--- src/rtl/hfs_pkg.sv ---
package hfs_pkg;

    typedef enum logic [1:0] {
        ST_T1 = 2'd0,
        ST_T2 = 2'd1,
        ST_T3 = 2'd2,
        ST_T4 = 2'd3
    } tstate_e;

    localparam logic [1:0] ACK_NONE = 2'b00;
    localparam logic [1:0] ACK_NMI  = 2'b01;
    localparam logic [1:0] ACK_INT  = 2'b10;

endpackage

--- src/rtl/hfs_tstate.sv ---
module hfs_tstate
    import hfs_pkg::*;
(
    input  logic    clk,
    input  logic    rst,
    output tstate_e tstate_o,
    output logic    sample_edge_o,
    output logic    cycle_end_o
);

    tstate_e t_d, t_q;

    always_comb begin
        unique case (t_q)
            ST_T1:   t_d = ST_T2;
            ST_T2:   t_d = ST_T3;
            ST_T3:   t_d = ST_T4;
            default: t_d = ST_T1;
        endcase
        if (rst) begin
            t_d = ST_T1;
        end
    end

    always_ff @(posedge clk) begin
        t_q <= t_d;
    end

    assign tstate_o      = t_q;
    assign sample_edge_o = (t_q == ST_T3);
    assign cycle_end_o   = (t_q == ST_T4);

endmodule

--- src/rtl/hfs_refresh.sv ---
module hfs_refresh #(
    parameter int CNT_W = 8,
    parameter int LOW_W = 7
) (
    input  logic             clk,
    input  logic             rst,
    input  logic             step_i,
    output logic [CNT_W-1:0] count_o
);

    logic [CNT_W-1:0] cnt_d, cnt_q;
    logic [LOW_W-1:0] low_next;

    assign low_next = cnt_q[LOW_W-1:0] + 1'b1;

    generate
        if (CNT_W > LOW_W) begin : g_held_top
            always_comb begin
                cnt_d = cnt_q;
                if (step_i) begin
                    cnt_d = {cnt_q[CNT_W-1:LOW_W], low_next};
                end
                if (rst) begin
                    cnt_d = '0;
                end
            end
        end else begin : g_low_only
            always_comb begin
                cnt_d = cnt_q;
                if (step_i) begin
                    cnt_d = low_next;
                end
                if (rst) begin
                    cnt_d = '0;
                end
            end
        end
    endgenerate

    always_ff @(posedge clk) begin
        cnt_q <= cnt_d;
    end

    assign count_o = cnt_q;

endmodule

--- src/rtl/hfs_irq.sv ---
module hfs_irq (
    input  logic clk,
    input  logic rst,
    input  logic nmi_req,
    input  logic int_req,
    input  logic ie_i,
    input  logic sample_i,
    input  logic nmi_clear_i,
    output logic nmi_seen_o,
    output logic int_seen_o
);

    typedef struct packed {
        logic nmi_prev;
        logic nmi_pend;
        logic nmi_seen;
        logic int_seen;
    } irq_st_t;

    irq_st_t st_d, st_q;
    logic    nmi_rise;

    assign nmi_rise = nmi_req & ~st_q.nmi_prev;

    always_comb begin
        st_d          = st_q;
        st_d.nmi_prev = nmi_req;
        st_d.nmi_pend = (st_q.nmi_pend & ~nmi_clear_i) | nmi_rise;
        if (sample_i) begin
            st_d.nmi_seen = st_q.nmi_pend;
            st_d.int_seen = int_req & ie_i;
        end
        if (rst) begin
            st_d = '0;
        end
    end

    always_ff @(posedge clk) begin
        st_q <= st_d;
    end

    assign nmi_seen_o = st_q.nmi_seen;
    assign int_seen_o = st_q.int_seen;

endmodule

--- src/rtl/halt_fetch_seq.sv ---
module halt_fetch_seq
    import hfs_pkg::*;
#(
    parameter int          ADDR_W   = 16,
    parameter int          DATA_W   = 8,
    parameter int          RFSH_W   = 8,
    parameter int          RFSH_LOW = 7,
    parameter logic [7:0]  NOP_CODE = 8'h00
) (
    input  logic              clk,
    input  logic              rst,
    input  logic              halt_req,
    input  logic              nmi_req,
    input  logic              int_req,
    input  logic              ie_load,
    input  logic              ie_value,
    input  logic [ADDR_W-1:0] pc_i,
    input  logic [DATA_W-1:0] data_i,
    output logic [ADDR_W-1:0] addr_o,
    output logic              fetch_o,
    output logic              mreq_o,
    output logic              rd_o,
    output logic              rfsh_o,
    output logic              halt_ack_o,
    output logic [DATA_W-1:0] opcode_o,
    output logic              ack_start_o,
    output logic [1:0]        ack_type_o
);

    localparam int PAD_W = ADDR_W - RFSH_W;
    localparam logic [DATA_W-1:0] NOP_W = DATA_W'(NOP_CODE);

    typedef struct packed {
        logic              halt;
        logic              ie;
        logic              ack_start;
        logic [1:0]        ack_type;
        logic [DATA_W-1:0] opcode;
    } seq_st_t;

    seq_st_t          st_d, st_q;
    tstate_e          tst;
    logic             sample_edge;
    logic             cycle_end;
    logic             nmi_seen;
    logic             int_seen;
    logic             nmi_clear;
    logic             fetch_phase;
    logic [RFSH_W-1:0] rfsh_cnt;

    hfs_tstate u_tstate (
        .clk           (clk),
        .rst           (rst),
        .tstate_o      (tst),
        .sample_edge_o (sample_edge),
        .cycle_end_o   (cycle_end)
    );

    hfs_refresh #(
        .CNT_W (RFSH_W),
        .LOW_W (RFSH_LOW)
    ) u_refresh (
        .clk     (clk),
        .rst     (rst),
        .step_i  (cycle_end),
        .count_o (rfsh_cnt)
    );

    hfs_irq u_irq (
        .clk         (clk),
        .rst         (rst),
        .nmi_req     (nmi_req),
        .int_req     (int_req),
        .ie_i        (st_q.ie),
        .sample_i    (sample_edge),
        .nmi_clear_i (nmi_clear),
        .nmi_seen_o  (nmi_seen),
        .int_seen_o  (int_seen)
    );

    // Non-maskable acknowledge begins at the close of a halted T4
    assign nmi_clear = cycle_end & st_q.halt & nmi_seen;

    always_comb begin
        st_d           = st_q;
        st_d.ack_start = 1'b0;
        st_d.ack_type  = ACK_NONE;

        if (ie_load) begin
            st_d.ie = ie_value;
        end

        // Instruction register loads at the close of T2
        if (tst == ST_T2) begin
            st_d.opcode = st_q.halt ? NOP_W : data_i;
        end

        if (cycle_end) begin
            if (st_q.halt) begin
                if (nmi_seen) begin
                    st_d.halt      = 1'b0;
                    st_d.ie        = 1'b0;
                    st_d.ack_start = 1'b1;
                    st_d.ack_type  = ACK_NMI;
                end else if (int_seen) begin
                    st_d.halt      = 1'b0;
                    st_d.ack_start = 1'b1;
                    st_d.ack_type  = ACK_INT;
                end
            end else if (halt_req) begin
                st_d.halt = 1'b1;
            end
        end

        if (rst) begin
            st_d = '0;
        end
    end

    always_ff @(posedge clk) begin
        st_q <= st_d;
    end

    assign fetch_phase = (tst == ST_T1) || (tst == ST_T2);
    assign fetch_o     = fetch_phase;
    assign rd_o        = fetch_phase;
    assign mreq_o      = (tst != ST_T4);
    assign rfsh_o      = ~fetch_phase;
    assign addr_o      = fetch_phase ? pc_i : {{PAD_W{1'b0}}, rfsh_cnt};
    assign halt_ack_o  = st_q.halt;
    assign opcode_o    = st_q.opcode;
    assign ack_start_o = st_q.ack_start;
    assign ack_type_o  = st_q.ack_type;

endmodule

--- config.mk ---
export PLATFORM = sky130hd
export DESIGN_NAME = halt_fetch_seq
export DESIGN_NICKNAME = d
export VERILOG_FILES = /design/src/rtl/hfs_pkg.sv /design/src/rtl/hfs_tstate.sv /design/src/rtl/hfs_refresh.sv /design/src/rtl/hfs_irq.sv /design/src/rtl/halt_fetch_seq.sv
export SDC_FILE = /design/constraint.sdc
export NUM_CORES = 1
export LEC_CHECK = 0
export BUFFER_PORTS_ARGS = -buffer_cell sky130_fd_sc_hd__buf_4
export CAP_MARGIN = 40
export CORE_ASPECT_RATIO = 0.75
export CORE_MARGIN = 5
export CORE_UTILIZATION = 40
export CTS_CLUSTER_SIZE = 25
export DETAILED_ROUTE_END_ITERATION = 10
export GPL_TIMING_DRIVEN = 0
export PLACE_DENSITY = 0.77
export SLEW_MARGIN = 20
export SYNTH_ARGS = -nofsm -noshare
export SYNTH_HDL_FRONTEND = slang
export SYNTH_HIERARCHICAL = 1
export SYNTH_SLANG_ARGS = --single-unit
--- constraint.sdc ---
create_clock -name clk -period 1.96 [get_ports clk]
set_clock_uncertainty 0.1 [all_clocks]
set_input_delay 0.196 -clock clk [delete_from_list [all_inputs] [get_ports clk]]
set_output_delay 0.196 -clock clk [all_outputs]
set_load 0.03 [all_outputs]
==> impl_metrics.toml <==
[global_route]
grt_usage_pct = 13.85
grt_max_degree = 18
grt_pass1_wl_um = 4774
antenna_found_initial = 0
grt_overflow_total = 0
grt_pass1_vias = 1088

[worst_setup_path]
crit_type = "reg2out"
rr_worst_depth = 4
critPathArrivalTime_ns = 1.47
start_kind = "flop"
rrSetupSlack_ns = 0.24
worstPathMaxFanout = 10
end_kind = "output pin"
reg2reg_from = "u_tstate/tstate_o[1]$_SDFF_PP0_"
r2r_end = "u_refresh/count_o[5]$_SDFFE_PP0P_"
worstPathRequired_ns = 1.66

[synthesis]
yosysTopAreaCell = "dfxtp_1"
yosysUniqueCellTypes = 28
yosysMostFrequentCell = "dfxtp_1"
synth_top_cell_area_share_pct = 41.19
synth_area_leaders = "dfxtp_1, buf_4, mux2_1"
postSynth.asyncResetShare_pct = 0
synth_common_cells = "dfxtp_1, buf_4, nand2_1"
avgSynthCellArea_sq_um = 9.091
synthFlopType = "dfxtp_1"
synth-edff-count = 0
syn-cell-area_sq_um = 1264
yosysSeqAreaShare_pct = 41.19
yosysWarnings = 6
ys_ff_latch = 26
syn-num-nets = 174
synthCells = 139

[floorplanning]
boundaryPins = 63
start_util_pct = 42.44
die_h_um = 58.68
coreArea_sq_um = 2978
die_area_sq_um = 4395
chipWidth_um = 74.90
rows = 17

[cts]
clock_latency_ns = 0.27
cts.sinks = 26
hold_buffers = 0
clock_path_buffers = 2
numCtsBuffers = 3
root_buffer = "clkbuf_8"
cts_tree = "built"
clkTransAtPathRegs_ns = 0.08
post-cts-setup-buffer-count = 0
h-tree-depth = 1
post_cts_resized = 0

[sta]
rsz0062_at_grt = "no"
setup_viol = 0
period_share_pct = 90.07
period_minus_slack_ns = 1.765
timing.fmax_mhz = 566.4
hold_violations = 0
tns_ns = 0
slew_violations = 0

[outcome]
status = "complete, no violations"

[final_layout]
nFillCells = 259
diodes = 0
multiInputGateArea_sq_um = 603.1
nets = 241
final-seq-area_sq_um = 520.5
syn_to_final_growth_pct = 46.24
drive_gt1_share_pct = 42.44

[min_path]
min_from = "nmi_req"
hold_class = "in2reg"
hold-path-cell-count = 2
hold-path-endpoint = "u_irq/st_q[3]$_SDFF_PP0_"

[placed_design]
hpwl_um = 2450
gp_congestion = 0.7739
port_buffers = 62

[pwr]
power_density_nw_per_um2 = 1017
total_power_uw = 1880
power.leakage_uw = 0.0008534
vdd_ir_drop_max_mv = 0.6609

[detailed_routing]
drc_errors = 0
via_per_inst = 4.642
avgRoutedWirePerCell_um = 12.34
drt_pass1_iterations = 4
ant_nets = 0
vias = 1128
drt_iter0_drc = 36
wirelength_um = 2998

[flow_run]
cap_violations = 0
[metrics by stage]
step	hold WS (ns)	cell area, sq um	worst slack [ns]	instances	utilization [%]
5_1_grt	0.08891	1848	0.08208	243	62.06
3_3_place_gp	0.3199	1777	0.3315	239	59.66
6_report	0.05426	1848	0.1946	243	62.06
2_1_floorplan	0.1584	1264	0.4745	139	-
3_5_place_dp	0.3348	1777	0.2786	239	59.66
4_1_cts	0.04943	1848	0.1800	243	62.06
[flip-flops by register name, indices dropped and copies added, names as in the netlist]
name / count
ack_start_o: 1
ack_type_o: 2
halt_ack_o: 1
opcode_o: 8
st_q: 1
u_irq/int_seen_o: 1
u_irq/nmi_seen_o: 1
u_irq/st_q: 2
u_refresh/count_o: 7
u_tstate/tstate_o: 2
[critical path: stages, from the launching register on]
cell and delay (ns):
dfxtp_1 0.42, buf_4 0.22, buf_2 0.22, inv_2 0.05
buf_4 0.12, buf_4 0.16
[routing by layer]
metal | up-vias | global-route usage, % | share of wire (%)
met4 | 0 | 5.076 | 1.6
met3 | 7 | 4.949 | 9.6
met5 | - | 0 | 0
li1 | 578 | - | -
met1 | 499 | 15.67 | 39
met2 | 44 | 23.82 | 49
[cell type report]
| cell class | instances | area share (%) |
|---|---|---|
| Clock inverter | 1 | 1.625 |
| Multi-Input combinational cell | 91 | 32.63 |
| Inverter | 3 | 0.6093 |
| Tap cell | 38 | 2.573 |
| Timing Repair Buffer | 62 | 25.19 |
| Clock buffer | 3 | 2.234 |
| Sequential cell | 26 | 28.17 |
| Buffer | 19 | 6.974 |
[kinds of logic (layout without fill, tap and decap cells)]
group                      count (synthesis)  count (layout)  share of synthesized area [%]
buffers and inverters                     22              88                          11.09
AOI/OAI and AO/OA                         16              16                          7.030
adders and majority gates                  4               4                          3.961
xor gates and xnor gates                   4               4                          2.773
DFF                                       26              26                          41.19
and+or+nand+nor                           55              55                          24.16
other                                      1               1                         0.2967
muxes                                     11              11                          9.505
[worst max-delay path by stage]
| stage | start | to | slack (ns) |
|---|---|---|---|
| floorplan | u_tstate/tstate_o[1]$_SDFF_PP0_ | u_refresh/count_o[6]$_SDFFE_PP0P_ | 0.47 |
| CTS | u_tstate/tstate_o[1]$_SDFF_PP0_ | rd_o | 0.18 |
| detailed placement | u_tstate/tstate_o[1]$_SDFF_PP0_ | u_refresh/count_o[5]$_SDFFE_PP0P_ | 0.28 |
| global route | u_tstate/tstate_o[1]$_SDFF_PP0_ | rd_o | 0.08 |
| global placement | u_tstate/tstate_o[1]$_SDFF_PP0_ | u_refresh/count_o[6]$_SDFFE_PP0P_ | 0.33 |
| finish | u_tstate/tstate_o[1]$_SDFF_PP0_ | rd_o | 0.19 |
[layout by cell type (no fill, tap or decap), drive strengths merged]
| master | netlist | final |
|---|---|---|
| or3 | 2 | 2 |
| mux2 | 8 | 8 |
| ha | 4 | 4 |
| conb | 1 | 1 |
| dfxtp | 26 | 26 |
| xnor2 | 1 | 1 |
| o21ba | 1 | 1 |
| bufinv | 0 | 1 |
| nand3b | 8 | 8 |
| buf | 17 | 79 |
| nand4 | 2 | 2 |
| inv | 3 | 3 |
| mux2i | 3 | 3 |
| nand2b | 4 | 4 |
| nand3 | 1 | 1 |
| clkbuf | 2 | 5 |
| nor4b | 1 | 1 |
| o21ai | 2 | 2 |
| nor2 | 8 | 8 |
| xor2 | 3 | 3 |
| a21oi | 13 | 13 |
| and3 | 1 | 1 |
| nor3 | 3 | 3 |
| nor2b | 12 | 12 |
| nand2 | 13 | 13 |
[power by group]
| group | leakage, uW | switching [uW] | internal (uW) |
|---|---|---|---|
| clock network | 0.0000357 | 160 | 273 |
| logic | 0.000606 | 463 | 362 |
| registers | 0.000212 | 41.2 | 580 |
| total | 0.000853 | 664 | 1220 |
(Power assumes the default switching activity.)
